===== src/rtl/burst_ser_pkg.sv =====
package burst_ser_pkg;

  typedef enum logic [1:0] {
    ST_IDLE = 2'd0,
    ST_WAIT = 2'd1,
    ST_SEND = 2'd2
  } serState_e;

  typedef struct packed {
    logic accept;   // command taken this edge
    logic load;     // capture wide word from core this edge
    logic sending;  // a pair is on the lanes
    logic last;     // the pair on the lanes is the final one
  } serStrobe_t;

endpackage


===== src/rtl/burst_ser_ctrl.sv =====
module burst_ser_ctrl
  import burst_ser_pkg::*;
#(
  parameter int RATIO    = 8,
  parameter int CORE_LAT = 4
) (
  input  logic       clk,
  input  logic       rstN,
  input  logic       cmdValid,
  output logic       cmdReady,
  output serStrobe_t strb
);

  localparam int PAIRS  = RATIO / 2;
  localparam int PAIR_W = (PAIRS > 1) ? $clog2(PAIRS) : 1;
  localparam int LAT_W  = $clog2(CORE_LAT + 1);

  serState_e          stateQ;
  logic [LAT_W-1:0]   latCnt;
  logic [PAIR_W-1:0]  pairCnt;

  always_comb begin
    cmdReady     = (stateQ == ST_IDLE);
    strb.accept  = cmdValid && (stateQ == ST_IDLE);
    strb.load    = (stateQ == ST_WAIT) && (latCnt == '0);
    strb.sending = (stateQ == ST_SEND);
    strb.last    = (stateQ == ST_SEND) && (pairCnt == PAIR_W'(PAIRS - 1));
  end

  always_ff @(posedge clk) begin
    if (!rstN) begin
      stateQ  <= ST_IDLE;
      latCnt  <= '0;
      pairCnt <= '0;
    end else begin
      unique case (stateQ)
        ST_IDLE: begin
          if (strb.accept) begin
            stateQ <= ST_WAIT;
            latCnt <= LAT_W'(CORE_LAT - 1);
          end
        end
        ST_WAIT: begin
          if (strb.load) begin
            stateQ  <= ST_SEND;
            pairCnt <= '0;
          end else begin
            latCnt <= latCnt - 1'b1;
          end
        end
        ST_SEND: begin
          if (strb.last) begin
            stateQ <= ST_IDLE;
          end else begin
            pairCnt <= pairCnt + 1'b1;
          end
        end
        default: stateQ <= ST_IDLE;
      endcase
    end
  end

endmodule


===== src/rtl/burst_ser_dp.sv =====
module burst_ser_dp
  import burst_ser_pkg::*;
#(
  parameter int BEAT_W = 8,
  parameter int RATIO  = 8,
  parameter int DEPTH  = 16
) (
  input  logic                       clk,
  input  logic                       rstN,
  input  serStrobe_t                 strb,
  input  logic [$clog2(DEPTH)-1:0]   cmdAddr,
  input  logic [$clog2(RATIO)-1:0]   cmdStart,
  input  logic [$clog2(RATIO)-1:0]   cmdEnd,
  input  logic                       memWrEn,
  input  logic [$clog2(DEPTH)-1:0]   memWrAddr,
  input  logic [RATIO*BEAT_W-1:0]    memWrData,
  output logic [BEAT_W-1:0]          outBeatLo,
  output logic [BEAT_W-1:0]          outBeatHi,
  output logic                       outUsedLo,
  output logic                       outUsedHi
);

  localparam int ADDR_W = $clog2(DEPTH);
  localparam int OFF_W  = $clog2(RATIO);
  localparam int WORD_W = RATIO * BEAT_W;

  logic [WORD_W-1:0] coreMem [DEPTH];
  logic [ADDR_W-1:0] addrQ;
  logic [OFF_W-1:0]  startQ;
  logic [OFF_W-1:0]  endQ;
  logic [WORD_W-1:0] bufQ;
  logic [OFF_W-1:0]  baseQ;
  logic [OFF_W:0]    loIdx;
  logic [OFF_W:0]    hiIdx;
  logic              loIn;
  logic              hiIn;

  // core array: written from the fill port, read only at capture
  always_ff @(posedge clk) begin
    if (memWrEn) coreMem[memWrAddr] <= memWrData;
  end

  always_ff @(posedge clk) begin
    if (!rstN) begin
      addrQ  <= '0;
      startQ <= '0;
      endQ   <= '0;
    end else if (strb.accept) begin
      addrQ  <= cmdAddr;
      startQ <= cmdStart;
      endQ   <= cmdEnd;
    end
  end

  // wide prefetch buffer, drained two beats per clock
  always_ff @(posedge clk) begin
    if (!rstN) begin
      bufQ  <= '0;
      baseQ <= '0;
    end else if (strb.load) begin
      bufQ  <= coreMem[addrQ];
      baseQ <= '0;
    end else if (strb.sending && !strb.last) begin
      bufQ  <= bufQ >> (2 * BEAT_W);
      baseQ <= baseQ + OFF_W'(2);
    end
  end

  always_comb begin
    loIdx = {1'b0, baseQ};
    hiIdx = loIdx + 1'b1;
    loIn  = ({1'b0, startQ} <= loIdx) && (loIdx <= {1'b0, endQ});
    hiIn  = ({1'b0, startQ} <= hiIdx) && (hiIdx <= {1'b0, endQ});
    outBeatLo = strb.sending ? bufQ[BEAT_W-1:0]        : '0;
    outBeatHi = strb.sending ? bufQ[2*BEAT_W-1:BEAT_W] : '0;
    outUsedLo = strb.sending && loIn;
    outUsedHi = strb.sending && hiIn;
  end

endmodule


===== src/rtl/burst_serializer.sv =====
module burst_serializer
  import burst_ser_pkg::*;
#(
  parameter int BEAT_W   = 8,
  parameter int RATIO    = 8,
  parameter int DEPTH    = 16,
  parameter int CORE_LAT = 4
) (
  input  logic                       clk,
  input  logic                       rstN,
  input  logic                       cmdValid,
  output logic                       cmdReady,
  input  logic [$clog2(DEPTH)-1:0]   cmdAddr,
  input  logic [$clog2(RATIO)-1:0]   cmdStart,
  input  logic [$clog2(RATIO)-1:0]   cmdEnd,
  input  logic                       memWrEn,
  input  logic [$clog2(DEPTH)-1:0]   memWrAddr,
  input  logic [RATIO*BEAT_W-1:0]    memWrData,
  output logic                       outValid,
  output logic                       outLast,
  output logic [BEAT_W-1:0]          outBeatLo,
  output logic [BEAT_W-1:0]          outBeatHi,
  output logic                       outUsedLo,
  output logic                       outUsedHi
);

  // only the prefetch ratios 2, 4 and 8 are legal
  generate
    if (RATIO != 2 && RATIO != 4 && RATIO != 8) begin : g_badRatio
      $error("burst_serializer: RATIO must be 2, 4 or 8");
    end
  endgenerate

  serStrobe_t strb;

  burst_ser_ctrl #(
    .RATIO   (RATIO),
    .CORE_LAT(CORE_LAT)
  ) u_ctrl (
    .clk     (clk),
    .rstN    (rstN),
    .cmdValid(cmdValid),
    .cmdReady(cmdReady),
    .strb    (strb)
  );

  burst_ser_dp #(
    .BEAT_W(BEAT_W),
    .RATIO (RATIO),
    .DEPTH (DEPTH)
  ) u_dp (
    .clk      (clk),
    .rstN     (rstN),
    .strb     (strb),
    .cmdAddr  (cmdAddr),
    .cmdStart (cmdStart),
    .cmdEnd   (cmdEnd),
    .memWrEn  (memWrEn),
    .memWrAddr(memWrAddr),
    .memWrData(memWrData),
    .outBeatLo(outBeatLo),
    .outBeatHi(outBeatHi),
    .outUsedLo(outUsedLo),
    .outUsedHi(outUsedHi)
  );

  assign outValid = strb.sending;
  assign outLast  = strb.last;

endmodule


===== config.mk =====
export PLATFORM = sky130hd
export DESIGN_NAME = burst_serializer
export DESIGN_NICKNAME = d
export VERILOG_FILES = /design/src/rtl/burst_ser_pkg.sv /design/src/rtl/burst_ser_ctrl.sv /design/src/rtl/burst_ser_dp.sv /design/src/rtl/burst_serializer.sv
export SDC_FILE = /design/constraint.sdc
export NUM_CORES = 1
export LEC_CHECK = 0
export BUFFER_PORTS_ARGS = -buffer_cell sky130_fd_sc_hd__buf_2
export CAP_MARGIN = 20
export CORE_ASPECT_RATIO = 1.25
export CORE_MARGIN = 1
export CORE_UTILIZATION = 47
export DETAILED_ROUTE_END_ITERATION = 7
export GPL_TIMING_DRIVEN = 0
export PLACE_DENSITY_LB_ADDON = 0.08
export SETUP_SLACK_MARGIN = 0.2
export SYNTH_ARGS = -nofsm -noshare
export SYNTH_HDL_FRONTEND = slang
export SYNTH_SLANG_ARGS = --single-unit

===== constraint.sdc =====
create_clock -name clk -period 6.9 [get_ports clk]
set_input_delay 1.38 -clock clk [delete_from_list [all_inputs] [get_ports clk]]
set_output_delay 1.38 -clock clk [all_outputs]
set_load 0.02 [all_outputs]

# Yosys cells after proc, flatten, opt, wreduce, memory -nomap -nowiden
# Memory sizes are Yosys's and may differ from the RTL's. A register that Yosys moved wholly into a read port is not among the register bits.
# Index checks and enable logic that the tools add are counted.
# totals
register_bits,84
wordCells,62
inputBits,82
memories,1
mem_bits_rw,1024
# classes
n_lt_le_gt_ge,4
n_bitwise,1
n_eq_ne,8
muxes,18
n_reduce_logical,18
addsub,4
# mem_list
name,depth,width,read_ports,rd_clocked_by_memory_dff,write_ports,line_no,source
u_dp.coreMem,16,64,1,1,1,burst_ser_dp.sv:27,logic [WORD_W-1:0] coreMem [DEPTH];
# op_table
cell,n
$mux W64,2
$mux W8,2
$mux W2,5
$reduce_and A3 Y1,3
$logic_and A1 B1 Y1,8
$mux W4,2
$le A3 B3 Y1,2
$mux W3,2
$ne A2 B2 Y1 const B,3
$pmux W2 S3,1
$pmux W3 S2,1
$reduce_bool A2 Y1,3
$add A3 B1 Y4 const B,1
$eq A2 B2 Y1 const B,2
$le A3 B4 Y1,1
$le A4 B3 Y1,1
$ne A2 B1 Y1 const B,2
$pmux W2 S2,1
$add A3 B2 Y3 const B,1
$logic_not A3 Y1,1
$sub A3 B1 Y3 const B,1
$add A2 B1 Y2 const B,1
$eq A2 B1 Y1 const B,1
$logic_not A2 Y1,1
other kinds (4),5

# Logic depth before layout (Yosys ltp)
# logic_depth
word_depth,6
ltp_mapped,11

# Cells and area by module
# From an unflattened synthesis, not the netlist that was laid out.
# hier_totals
cells_unflattened,1998
area_unflattened_um2,42542.1
# modules_own_cells
module,seq_area_each_um2,cells_each,n_inst,area_each_um2
burst_ser_dp,32351.0,1955,1,42125.4
burst_ser_ctrl,140.1,43,1,416.6

# Worst setup path after synthesis
# No wires, ideal clock.
# synth_timing
path_kind,input-to-reg
startpoint,input memWrAddr[2]
endpoint,"memory u_dp.coreMem[0][0] in the netlist's numbering, enable pin"
t_required_ps,6335
slack_ps,91
path_buffers,0
t_arrival_ps,6243
setup_time_ps,565
path_stages,2
path_cell_list,or3b_2 > nor3_1
# synth_rtl
element,line_no,source
start: declaration,burst_serializer.sv:17,"input logic [$clog2(DEPTH)-1:0] memWrAddr,"
end: declaration,burst_ser_dp.sv:27,
# No word-level cell before the write port.

# Worst setup path after layout
# layout_timing
startpoint,register u_ctrl.stateQ[0]
endpoint,output outBeatLo[2]
# layout_via
elab_chain_cells,2
# layout_lines
element,line_no,source
start: declaration,burst_ser_ctrl.sv:18,serState_e stateQ;
start signal: assignment,burst_ser_ctrl.sv:32,stateQ <= ST_IDLE;
start signal: assignment,burst_ser_ctrl.sv:39,stateQ <= ST_WAIT;
start signal: assignment,burst_ser_ctrl.sv:45,stateQ <= ST_SEND;
$eq A2 B2 Y1,burst_ser_ctrl.sv:26,strb.sending = (stateQ == ST_SEND);
$mux W8,burst_ser_dp.sv:74,outBeatLo = strb.sending ? bufQ[BEAT_W-1:0] : '0;
end: declaration,burst_serializer.sv:21,"output logic [BEAT_W-1:0] outBeatLo,"
# Every way passes these cells.

==> implementation parameters <==
Parameter                              Value

Final layout
  Fraction of layout instances using a drive strength above 1    24.2%
  Utilization after layout    55.0%
  Total of fill cells in the finished design    6,996
  Final instance count without filler cells    approximately 3,800
  FF+latch area    around 0.032 sq mm
  Most frequent cells in the layout    1,024 x edfxtp_1, 242 x mux2i_1, 169 x buf_2
  Area growth from synthesis to final layout    15.7%
  Area occupied by multi-input gates    between 0.009 and 0.01 sq mm
  Commonest non-fill, non-tap cell in the layout    edfxtp_1
  Total Nets Final    2,648
  Area of all placed cells without fillers    0.0497 sq mm

Worst setup path
  R2r startpoint    u_ctrl.latCnt[0]$_SDFFE_PN0P_
  Chain of cells forming the critical path    inv_1, ha_1, clkbuf_1, clkbuf_1, and2_1, buf_2
  WP depth    6
  Cell with the most instances on the worst path    clkbuf_1
  Critical path's slowest cell    clkbuf_1
  Flop2flop setup slack    about 3800 ps
  Worst Reg2Reg Path Length in Cells    9
  Critical Path Start    u_ctrl.stateQ[0]$_SDFFE_PN0P_
  Cell class contributing the biggest share of worst-path delay    buffers and inverters
  Critical-path maximum fanout    10
  Nature of the critical path endpoint    output pin
  Worst Path Required    ~5500 ps
  CP peak stage delay    roughly 810 ps
  End point of the critical path    outBeatLo[2]
  Arrival time of the worst setup path    3460 ps
  Startpoint type of the worst setup path    flip-flop
  Startpoint-to-endpoint class of the critical path    reg2out
  R2r endpoint    u_dp.bufQ[41]$_SDFFE_PN0P_
  Number of buffers and inverters on the critical path    4

STA
  Actual transition at the worst max-transition pin    1100 ps
  Clock skew    between 30 and 40 ps
  Final critical-path share of the clock period    70.2%
  Final Hold Violating Endpoints    0
  RSZ-0062 raised after global routing    no
  Final worst-path setup slack    2060 ps
  Final setup violation count    0
  Slew headroom    between 20% and 30%
  Final min period    4840 ps
  Highest clock rate    206 MHz
  Count of pins over their slew limit    0

Synthesis
  Async S/R FF share, synth    0%
  Synthesized instance count    roughly 2,300
  Flop and latch count out of synthesis    approximately 1,100
  Synthesized area    0.0430 sq mm
  Yosys top cell by area    edfxtp_1
  Share of the synthesized area in the top cell type    71.6%
  Most used flip-flop cell after synthesis    edfxtp_1
  Cell types occupying the most area after synthesis    edfxtp_1 72%, mux4_2 6.7%, mux2i_1 5.6%
  Syn Area/Cell    between 15 and 20 sq um
  Synthesized net count    2,377
  Number of warnings issued by yosys    0
  Number of enable-type register cells in the synthesized netlist    1,024
  Number of distinct library cells after synthesis    55
  Sequential area share after synthesis    75.6%

Global routing
  Vias in the first global route    between 20,000 and 25,000
  Remaining global-route overflow    0
  Number of antenna violations at the first check in global routing    7
  Wire length of the first global-routing pass    160,000 um
  Largest net degree at the start of global routing    28
  Total track usage    24.0%

Place
  Global placement routability congestion    0.808
  Setup slack at placement    2790 ps
  IO buf count    102
  Post-placement cell count    between 3,000 and 4,000
  DP Wirelength    74,600 um
  Placed instance area    0.0461 sq mm

CTS
  Sinks on the clock net    1,111
  Clock input transition at the sequential cells of the worst setup and hold paths    60 ps
  Clock tree from TritonCTS    done
  Buffer type at the clock tree root    clkbuf_16
  Buffers inserted during post-CTS setup optimization    0
  Max Root-Sink Buffers    3
  Number of instances resized during post-cts repair    0
  Clk Latency, worst-skew pair    680 ps
  Number of hold buffers added after cts    0
  Clock H-tree levels    3
  Inserted Clock Buffers    107

Hold path
  Kind of path behind the tightest hold check    reg2reg
  Min-Delay Startpoint    u_ctrl.pairCnt[1]$_SDFFE_PN0P_

Power
  Areal power density over the cells    326 mW/mm^2
  Maximum vdd ir drop    0.000229 V
  Total net switching power    between 4 and 5 mW
  Logic gate share of total power    14.9%
  Design Power    between 15 and 20 mW
  Leak pwr    15.8 nW
  Internal power    12.0 mW
  Share of total power consumed by net switching    25.8%
  Clock Power Share    36.6%
  Sequential group share of total power    around 49%

Floorplan
  Starting utilization of the core area    47.6%
  Number of placed I/O pins    ~100
  Width of the die    272 um
  Site Rows    roughly 120
  Die height    between 300 and 400 um
  Die footprint    0.0926 sq mm
  Core region area    0.0903 sq mm

Detailed routing
  M1 wire length    44,700 um
  Pre-Repair DR Iteration Count    5
  WL final    approximately 110,000 um
  Number of antenna-violating nets in the routed design    0
  Via total after detailed routing    22,200
  WL met3    5270 um
  DRC violation count after routing    0
  WL met2    55,900 um
  Ratio of routed vias to standard cells    5.80
  DRT iter0 DRCs    around 1,900
  Mean routed wirelength per cell    28.6 um
  Uppermost signal routing layer after detailed routing    met5

Outcome
  Outcome    complete, no violations

Flow run
  Max-cap check violation count    0
-- cell usage after synthesis, types with 2 or more instances --
cell,n
a211oi_1,47
nand2_1,129
mux4_2,128
ha_1,13
a31oi_1,2
buf_4,11
a21oi_1,58
edfxtp_1,1024
buf_1,6
nand2b_1,5
o21ai_1,3
o211ai_1,9
buf_2,67
nand4b_1,2
clkbuf_1,37
inv_1,12
o22ai_1,62
mux2i_1,242
nand3b_1,3
a22o_1,2
o31ai_1,2
buf_6,13
a22oi_1,3
dfxtp_1,87
and2_1,20
mux2_4,11
mux2_1,5
o2111ai_1,48
nand3_1,9
xnor2_1,2
a21boi_0,13
a32oi_1,3
o21ai_0,49
mux2_2,64
nor2b_1,6
nor3_1,8
nor2_1,40
a311oi_1,9
a221o_1,12
-- metrics by stage --
stage / hold slack (ps) / setup TNS [ps]
global placement: 457 / -1981670
detailed placement: 466 / 0
finish: 480 / 0
global route: 504 / 0
floorplan: 430 / 0
CTS: 478 / 0
-- worst min-delay path by stage --
| stage | depth (start not counted) | end | slack (ps) |
|---|---|---|---|
| detailed placement | 2 | u_ctrl.latCnt[1]$_SDFFE_PN0P_ | 470 |
| floorplan | 1 | u_dp.bufQ[62]$_SDFFE_PN0P_ | 430 |
| CTS | 2 | u_ctrl.pairCnt[1]$_SDFFE_PN0P_ | 480 |
| global route | 2 | u_ctrl.pairCnt[1]$_SDFFE_PN0P_ | 500 |
| global placement | 2 | u_ctrl.pairCnt[1]$_SDFFE_PN0P_ | 460 |
| finish | 2 | u_ctrl.pairCnt[1]$_SDFFE_PN0P_ | 480 |
-- tightest hold or removal path, stage by stage, from the launching register on --
cell and delay [ps]:
dfxtp_1 310, nand2_1 50, a21boi_0 60
-- area by class of cell --
cell class,instances,area share [%]
Clock inverter,63,1.26
Tap cell,1187,2.99
Clock buffer,138,5.89
Multi-Input combinational cell,1022,19.7
Buffer,136,1.53
Timing Repair Buffer,162,3.14
Inverter,13,0.0982
Sequential cell,1111,65.4
Antenna cell,4,0.0201
-- power by group through the flow --
stage          combinational [mW]  clock, mW  sequential [mW]
5_1_grt                      2.58       6.28             7.87
6_report                     2.41       5.93             7.86
2_1_floorplan                1.57          0             7.86
4_1_cts                      2.43       6.03             7.85
3_5_place_dp                 2.42          0             8.00
3_3_place_gp                 2.36          0             8.00
-- kinds of logic (layout without fill, tap and decap cells) --
logic type / after synthesis / after routing / share of synthesized area, %
flip-flops: 1111 / 1111 / 75.6
multiplexers: 450 / 450 / 14.5
AO/OA/AOI/OAI: 327 / 327 / 5.15
AND/OR/NAND/NOR: 230 / 230 / 2.39
buffers and inverters: 149 / 512 / 1.88
adder cells (fa/ha/maj): 13 / 13 / 0.379
XOR/XNOR: 2 / 2 / 0.0408
other: 0 / 4 / 0
-- state kept, by name, summed over array words and instances (netlist names), named ones only --
| register | flops |
|---|---|
| u_dp.bufQ | 64 |
| u_ctrl.latCnt | 3 |
| u_dp.endQ | 3 |
| u_dp.addrQ | 4 |
| u_dp.coreMem | 1024 |
| u_dp.startQ | 3 |
| u_ctrl.stateQ | 2 |
| u_ctrl.pairCnt | 2 |
| u_dp.baseQ | 2 |
-- layer usage --
layer / GRT usage [%] / vias to the layer above
li1: - / 9792
met1: 30.7 / 11700
met2: 41.5 / 609
met3: 3.33 / 150
met4: 8.92 / 4
met5: 0 / -
(Power assumes the default switching activity.)
